**config.mk**
```make
export PLATFORM = sky130hd
export DESIGN_NAME = upd_line_ctrl
export DESIGN_NICKNAME = d
export VERILOG_FILES = /design/src/rtl/upd_pkg.sv /design/src/rtl/upd_line_store.sv /design/src/rtl/upd_snoop_resp.sv /design/src/rtl/upd_line_ctrl.sv
export SDC_FILE = /design/constraint.sdc
export NUM_CORES = 1
export LEC_CHECK = 0
export BUFFER_PORTS_ARGS = -buffer_cell sky130_fd_sc_hd__clkbuf_2
export CAP_MARGIN = 5
export CELL_PAD_IN_SITES_DETAIL_PLACEMENT = 1
export CELL_PAD_IN_SITES_GLOBAL_PLACEMENT = 1
export CORE_AREA = 10 10 211 213
export DETAILED_ROUTE_END_ITERATION = 10
export DIE_AREA = 0 0 221 223
export PLACE_DENSITY = 0.83
export SLEW_MARGIN = 40
export SYNTH_ARGS = -nofsm -noshare
export SYNTH_HDL_FRONTEND = slang
export SYNTH_HIERARCHICAL = 1
export SYNTH_SLANG_ARGS = --single-unit
```
**constraint.sdc**
```tcl
create_clock -name clk -period 7.9 [get_ports clk]
set_clock_uncertainty 0.15 [all_clocks]
set_input_delay 0 -clock clk [delete_from_list [all_inputs] [get_ports clk]]
set_output_delay 0 -clock clk [all_outputs]
set_load 0.005 [all_outputs]
```
**src/rtl/upd_pkg.sv**
```systemverilog
`timescale 1ns/1ps
package upd_pkg;
  typedef enum logic [2:0] {
    LS_NP  = 3'd0,
    LS_EXC = 3'd1,
    LS_SHC = 3'd2,
    LS_SHM = 3'd3,
    LS_MOD = 3'd4
  } line_st_e;

  typedef enum logic [1:0] {
    BC_NONE = 2'd0,
    BC_READ = 2'd1,
    BC_UPD  = 2'd2,
    BC_WB   = 2'd3
  } bus_cmd_e;

  typedef enum logic [1:0] {
    CT_IDLE = 2'd0,
    CT_WB   = 2'd1,
    CT_FILL = 2'd2,
    CT_UPD  = 2'd3
  } ctl_e;
endpackage

```
**src/rtl/upd_line_store.sv**
```systemverilog
`timescale 1ns/1ps
module upd_line_store #(
  parameter int DW    = 32,
  parameter int WORDS = 4
) (
  input  logic                     clk,
  input  logic                     fill_en,
  input  logic [WORDS*DW-1:0]      fill_data,
  input  logic                     wr_en,
  input  logic [$clog2(WORDS)-1:0] wr_idx,
  input  logic [DW-1:0]            wr_data,
  input  logic [$clog2(WORDS)-1:0] rd_idx,
  output logic [DW-1:0]            rd_data,
  output logic [WORDS*DW-1:0]      blk_data
);
  logic [DW-1:0] mem [WORDS];

  // a word write in the same cycle as a fill lands on top of the fill
  always_ff @(posedge clk) begin
    if (fill_en) begin
      for (int i = 0; i < WORDS; i++) mem[i] <= fill_data[i*DW +: DW];
    end
    if (wr_en) mem[wr_idx] <= wr_data;
  end

  assign rd_data = mem[rd_idx];

  for (genvar g = 0; g < WORDS; g++) begin : g_blk
    assign blk_data[g*DW +: DW] = mem[g];
  end
endmodule

```
**src/rtl/upd_snoop_resp.sv**
```systemverilog
`timescale 1ns/1ps
module upd_snoop_resp
  import upd_pkg::*;
#(
  parameter int TAGW = 8
) (
  input  line_st_e        st,
  input  logic [TAGW-1:0] tag,
  input  logic            snp_valid,
  input  logic [1:0]      snp_cmd,
  input  logic [TAGW-1:0] snp_tag,
  output logic            hit,
  output logic            shared_o,
  output logic            flush_o,
  output logic            apply_word,
  output line_st_e        st_nxt
);
  always_comb begin
    hit        = snp_valid && (st != LS_NP) && (tag == snp_tag);
    shared_o   = hit && ((snp_cmd == BC_READ) || (snp_cmd == BC_UPD));
    flush_o    = 1'b0;
    apply_word = 1'b0;
    st_nxt     = st;
    if (hit) begin
      case (snp_cmd)
        BC_READ: begin
          case (st)
            LS_MOD: begin flush_o = 1'b1; st_nxt = LS_SHM; end
            LS_SHM: flush_o = 1'b1;
            LS_EXC: st_nxt = LS_SHC;
            default: ;
          endcase
        end
        BC_UPD: begin
          if (st == LS_SHC || st == LS_SHM) begin
            apply_word = 1'b1;
            st_nxt     = LS_SHC;
          end
        end
        default: ;
      endcase
    end
  end
endmodule

```
**src/rtl/upd_line_ctrl.sv**
```systemverilog
`timescale 1ns/1ps
module upd_line_ctrl
  import upd_pkg::*;
#(
  parameter int DW    = 32,
  parameter int WORDS = 4,
  parameter int TAGW  = 8
) (
  input  logic                     clk,
  input  logic                     rst,
  input  logic                     cpu_req,
  input  logic                     cpu_we,
  input  logic [TAGW-1:0]          cpu_tag,
  input  logic [$clog2(WORDS)-1:0] cpu_word,
  input  logic [DW-1:0]            cpu_wdata,
  output logic                     cpu_done,
  output logic [DW-1:0]            cpu_rdata,
  output logic [2:0]               line_state,
  output logic                     bus_req,
  output logic [1:0]               bus_cmd,
  output logic [TAGW-1:0]          bus_tag,
  output logic [$clog2(WORDS)-1:0] bus_word,
  output logic [DW-1:0]            bus_wdata,
  output logic [WORDS*DW-1:0]      bus_blk,
  input  logic                     bus_gnt,
  input  logic                     bus_shared,
  input  logic [WORDS*DW-1:0]      bus_fill,
  input  logic                     snp_valid,
  input  logic [1:0]               snp_cmd,
  input  logic [TAGW-1:0]          snp_tag,
  input  logic [$clog2(WORDS)-1:0] snp_word,
  input  logic [DW-1:0]            snp_data,
  output logic                     snp_shared,
  output logic                     snp_flush,
  output logic [WORDS*DW-1:0]      snp_flush_data
);
  localparam int IW = $clog2(WORDS);

  line_st_e        st;
  ctl_e            ctl;
  logic [TAGW-1:0] tag;
  logic            rq_we;
  logic [TAGW-1:0] rq_tag;
  logic [IW-1:0]   rq_word;
  logic [DW-1:0]   rq_data;

  logic            snp_hit, snp_apply;
  line_st_e        snp_st_nxt;
  logic            owner, own_go, hit_local, accept, silent_wr;
  logic            fill_en, wr_en;
  logic [IW-1:0]   wr_idx;
  logic [DW-1:0]   wr_data, rd_word;
  logic [WORDS*DW-1:0] blk_data;

  upd_snoop_resp #(.TAGW(TAGW)) u_snoop (
    .st        (st),
    .tag       (tag),
    .snp_valid (snp_valid),
    .snp_cmd   (snp_cmd),
    .snp_tag   (snp_tag),
    .hit       (snp_hit),
    .shared_o  (snp_shared),
    .flush_o   (snp_flush),
    .apply_word(snp_apply),
    .st_nxt    (snp_st_nxt)
  );

  upd_line_store #(.DW(DW), .WORDS(WORDS)) u_store (
    .clk      (clk),
    .fill_en  (fill_en),
    .fill_data(bus_fill),
    .wr_en    (wr_en),
    .wr_idx   (wr_idx),
    .wr_data  (wr_data),
    .rd_idx   (cpu_word),
    .rd_data  (rd_word),
    .blk_data (blk_data)
  );

  assign owner     = (st == LS_SHM) || (st == LS_MOD);
  assign hit_local = (st != LS_NP) && (tag == cpu_tag);
  // a snoop that hits the line this cycle is served first; the request waits
  assign accept    = (ctl == CT_IDLE) && cpu_req && !cpu_done && !snp_hit;
  assign silent_wr = accept && hit_local && cpu_we && ((st == LS_EXC) || (st == LS_MOD));

  assign bus_req   = ((ctl == CT_WB) && owner) || (ctl == CT_FILL) || (ctl == CT_UPD);
  assign own_go    = bus_req && bus_gnt;
  assign bus_tag   = (ctl == CT_WB) ? tag : rq_tag;
  assign bus_word  = rq_word;
  assign bus_wdata = rq_data;
  assign bus_blk   = blk_data;
  assign snp_flush_data = blk_data;
  assign line_state = st;

  always_comb begin
    case (ctl)
      CT_WB:   bus_cmd = BC_WB;
      CT_FILL: bus_cmd = BC_READ;
      CT_UPD:  bus_cmd = BC_UPD;
      default: bus_cmd = BC_NONE;
    endcase
  end

  always_comb begin
    fill_en = (ctl == CT_FILL) && own_go;
    wr_en   = 1'b0;
    wr_idx  = rq_word;
    wr_data = rq_data;
    if (silent_wr) begin
      wr_en   = 1'b1;
      wr_idx  = cpu_word;
      wr_data = cpu_wdata;
    end else if (own_go && ((ctl == CT_UPD) ||
                            ((ctl == CT_FILL) && rq_we && !bus_shared))) begin
      wr_en = 1'b1;
    end else if (snp_apply && !own_go) begin
      wr_en   = 1'b1;
      wr_idx  = snp_word;
      wr_data = snp_data;
    end
  end

  always_ff @(posedge clk) begin
    if (rst) begin
      st        <= LS_NP;
      ctl       <= CT_IDLE;
      tag       <= '0;
      rq_we     <= 1'b0;
      rq_tag    <= '0;
      rq_word   <= '0;
      rq_data   <= '0;
      cpu_done  <= 1'b0;
      cpu_rdata <= '0;
    end else begin
      cpu_done <= 1'b0;
      if (snp_hit && !own_go) st <= snp_st_nxt;
      case (ctl)
        CT_IDLE: begin
          if (accept) begin
            rq_we   <= cpu_we;
            rq_tag  <= cpu_tag;
            rq_word <= cpu_word;
            rq_data <= cpu_wdata;
            if (hit_local) begin
              if (!cpu_we) begin
                cpu_rdata <= rd_word;
                cpu_done  <= 1'b1;
              end else if (silent_wr) begin
                st       <= LS_MOD;
                cpu_done <= 1'b1;
              end else begin
                ctl <= CT_UPD;
              end
            end else begin
              ctl <= owner ? CT_WB : CT_FILL;
            end
          end
        end
        CT_WB: begin
          if (!owner) begin
            ctl <= CT_FILL;
          end else if (own_go) begin
            st  <= LS_NP;
            ctl <= CT_FILL;
          end
        end
        CT_FILL: begin
          if (own_go) begin
            tag <= rq_tag;
            if (!rq_we) begin
              st        <= bus_shared ? LS_SHC : LS_EXC;
              cpu_rdata <= bus_fill[rq_word*DW +: DW];
              cpu_done  <= 1'b1;
              ctl       <= CT_IDLE;
            end else if (bus_shared) begin
              st  <= LS_SHC;
              ctl <= CT_UPD;
            end else begin
              st       <= LS_MOD;
              cpu_done <= 1'b1;
              ctl      <= CT_IDLE;
            end
          end
        end
        CT_UPD: begin
          if (own_go) begin
            st       <= bus_shared ? LS_SHM : LS_MOD;
            cpu_done <= 1'b1;
            ctl      <= CT_IDLE;
          end
        end
        default: ctl <= CT_IDLE;
      endcase
    end
  end
endmodule

```
==> results by stage <==
Run status:
- The flow ran to the end, and the final reports show no timing, DRC or antenna violations.

Placement:
- The half-perimeter wire length after placement is 45,600 um.
- The routability-driven placement congestion ratio is 0.941.
- The count of input and output buffers is 559.
- The number of placed instances with taps included is 2,074.

CTS:
- The tree built by TritonCTS fans out to 217 sinks.
- The clock passes through at most 3 buffers.
- The later pin in the worst-skew pair is clocked with a latency of 550 ps.
- The total clock buffers created by CTS is 27.
- The number of gates given a new drive strength after cts is 0.
- CTS built an H-tree with a depth of 1.
- The cell chosen for the clock root is sky130_fd_sc_hd__clkbuf_16.
- The clock tree from TritonCTS is yes.
- The CTS clock-pin slew for the worst setup and hold paths is 60 ps.

Setup path:
- The critical path launch point is line_state[1]$_SDFF_PP0_.
- The most common cell type on the critical path is sky130_fd_sc_hd__buf_4.
- The top fanout value on the critical path is 50.
- At the worst endpoint, the required time is 8040 ps.
- Data arrives at the worst endpoint at 5590 ps.
- By startpoint and endpoint, the worst setup path is classified as reg2reg.
- Walking the worst path, the cells encountered are or3_4, nand2_1, nor4_4, nand4bb_4, nor4_2, nand4_4, buf_4, nand3_1, nand3b_2, buf_4, mux2_2, dlygate4sd3_1.
- The slowest stage of the critical path belongs to the cell sky130_fd_sc_hd__dfxtp_1.
- STA classifies the critical path startpoint as a register.
- The worst stage delay on the critical path is 700 ps.
- The worst register-to-register path begins at line_state[1]$_SDFF_PP0_.
- The worst setup path is captured at a register.

STA:
- The clock period could shrink to 5450 ps.
- The max-slew violation total from the final report is 0.
- For the pin with the worst max-slew slack, the measured transition is 862 ps.
- The total negative setup slack is 0 ps.
- In the finished design, the share of the clock period the worst path needs comes to 0.690.
- The worst-case headroom to the max-slew limit is 0.425.
- The highest attainable clock frequency is 184 MHz.
- Setup repair after global routing left no endpoint under its margin.
- The count of endpoints failing setup in the final report is 0.
- The final hold violation count is 0.
- The post-route worst hold slack is 55.4 ps.

Synth:
- The synthesized netlist net count is 1,403.
- Yosys instantiated no cell more often than sky130_fd_sc_hd__mux2_2.
- The share of synthesized area in the top cell type comes to 0.285.
- The most frequently used flop master after synthesis is sky130_fd_sc_hd__edfxtp_1.
- The distinct cell type count after synthesis is 70.
- Each instance of the synthesized netlist takes up on average 11.5 sq um.
- The commonest cells after synthesis are sky130_fd_sc_hd__mux2_2 (166), sky130_fd_sc_hd__buf_4 (133), sky130_fd_sc_hd__edfxtp_1 (128).
- The library cell with the largest summed area after synthesis is sky130_fd_sc_hd__edfxtp_1.
- In this run, synthesis inferred 128 flip-flops with an integrated enable.
- Of the synthesized area, sequential elements account for 0.417.
- For this run, the number of Yosys warnings is 6.
- The gate count of the mapped netlist is 1,174.
- Synthesis inferred 217 register bits.
- In this run the cell area of the synthesized design comes to 13,500 sq um.
- The post-synthesis async set-or-reset flop share is 0.
- By area the synthesized netlist is led by sky130_fd_sc_hd__edfxtp_1 (28%), sky130_fd_sc_hd__mux2_2 (14%), sky130_fd_sc_hd__dfxtp_1 (13%), sky130_fd_sc_hd__mux4_2 (11%), sky130_fd_sc_hd__buf_4 (7.4%).

Floorplan:
- For this configuration, the core starts out at a cell density of 0.335.
- After floorplanning, the core was divided into 74 placement rows.
- The height of the die is 223 um.
- After floorplanning, the core was sized to cover 40,400 sq um.
- 560 I/O pins were placed.
- The x dimension of the die is 221 um.
- The die covers 49,300 sq um.

Routing:
- Summed over all layers, the routed wires come to 72,800 um.
- The number of optimization iterations in the first detailed-route pass is 5.
- Dividing the detail-routed wire length by the instance count gives 31.0 um.
- The final route contains 13,300 vias.
- The first-iteration detailed-routing DRC count is 1,212.
- After detailed routing, the number of vias per cell comes to 5.69.
- The residual antenna-violating net count after detailed routing is 0.
- For this run, design rule violations remaining after detail routing come to 0.

Layout:
- The layout has 4,494 filler cells.
- The area added between synthesis and finish is 39.9%.
- In the final layout, the share of cells above drive strength 1 is 0.507.
- The count of placed standard cells in the final layout, fillers left out is 2,346.
- At the end of the flow, the number of nets in the layout was 2,012.

Min path:
- The path type of the worst min-delay path is in2reg.
- In this run the most critical hold path is launched from snp_data[0].

Global routing:
- The total grt overflow is 0.
- Entering global routing, the biggest net connects 51 pins.
- The number of antenna violations at the first check in global routing came to 8.
- The global routing usage summed across all routing layers is 0.279.
- The number of global-route vias before repair was 15,200.
- The first global-routing pass estimated 105,000 um of wire.

Power:
- VDD sags by at most 140 uV.
- The leakage power is 8.05 nW.
- The power density of the placed cells is 244 nW/um^2.
- The post-route total power is 4.60 mW.

Job:
- The total of max-cap violations is 0.
critical path, delay by kind of cell, from the launching register on:
| family | cells | cell delay (ps) |
|---|---|---|
| buffers and inverters | 3 | 1720 |
| flip-flops | 1 | 700 |
| multiplexers | 1 | 410 |
| AND/OR/NAND/NOR | 8 | 2170 |
cell type report:
cell class / count / area [sq um] / area share
Antenna cell: 10 / 25.0 / 0.00132
Clock buffer: 34 / 722 / 0.0382
Clock inverter: 16 / 189 / 0.0100
Inverter: 10 / 37.5 / 0.00199
Multi-Input combinational cell: 735 / 6520 / 0.345
Sequential cell: 217 / 5630 / 0.298
Tap cell: 532 / 666 / 0.0352
Timing Repair Buffer: 792 / 5100 / 0.270
worst paths after layout:
| path | endpoint | depth (start not counted) | slack (ps) |
|---|---|---|---|
| max | u_store/mem[1][5]$_DFFE_PP_ | 12 | 2450 |
| min | u_store/mem[2][0]$_DFFE_PP_ | 4 | 60 |
| max reg2reg | u_store/mem[1][5]$_DFFE_PP_ | 12 | 2450 |
| min reg2reg | bus_wdata[4]$_SDFFE_PP0P_ | 2 | 340 |
repair_timing:
item	4_1_cts	5_1_grt
hold buffers	212	0
hold endpoints to repair	217	0
setup buffers	0	0
report_power, final:
group          switching, mW  internal [mW]  leakage [nW]
Combinational          0.940          0.719          5.72
Sequential             0.207           1.41          1.90
Clock                  0.549          0.778         0.433
sequential cells by signal (all words and copies together), names as in the netlist:
signal       cells
bus_wdata       32
bus_word         2
cpu_done         1
cpu_rdata       32
ctl              2
line_state       3
rq_tag           8
rq_we            1
tag              8
u_store/mem    128
stage by stage:
step	worst slack [ps]	cell area (sq um)	utilization
detailed placement	3050	15800	0.391
finish	2450	18900	0.468
global placement	2960	15700	0.390
CTS	2520	18800	0.467
global route	2210	18900	0.468
floorplan	3670	13500	-
cell usage in the layout (no fill, tap or decap), drive strengths merged, types with 3 or more instances in the layout:
cell | netlist | routed
clkbuf | 42 | 591
dlygate4sd3 | 0 | 212
mux2 | 168 | 168
edfxtp | 128 | 128
a21oi | 120 | 120
nand2 | 115 | 115
dfxtp | 89 | 89
nor3 | 71 | 71
mux4 | 64 | 64
nor2 | 46 | 46
mux2i | 39 | 39
buf | 170 | 23
diode | 0 | 10
inv | 9 | 10
xor2 | 9 | 9
nand3 | 9 | 9
xnor2 | 9 | 9
ha | 8 | 8
clkinv | 1 | 8
nand2b | 8 | 8
nand4 | 7 | 7
o21ai | 5 | 5
clkinvlp | 0 | 4
bufinv | 0 | 4
nor4 | 4 | 4
or3 | 4 | 4
nor2b | 3 | 3
a31oi | 3 | 3
and3 | 3 | 3
nor3b | 3 | 3
a211oi | 3 | 3
layer usage:
| layer | share of wire | track usage | routed length [um] |
|---|---|---|---|
| met1 | 0.35 | 0.299 | 25700 |
| met4 | 0.051 | 0.141 | 3730 |
| met2 | 0.52 | 0.501 | 37600 |
| met3 | 0.080 | 0.0696 | 5850 |
| met5 | 0 | 0 | 0 |
cell families after synthesis:
family | Yosys count | share of synthesized area
buffers and inverters | 222 | 0.108
XOR/XNOR | 18 | 0.0133
multiplexers | 271 | 0.276
flip-flops | 217 | 0.417
AND/OR/NAND/NOR | 287 | 0.117
AO/OA/AOI/OAI | 151 | 0.0623
adder cells (fa/ha/maj) | 8 | 0.00741
Power figures use the tool's default switching activity.
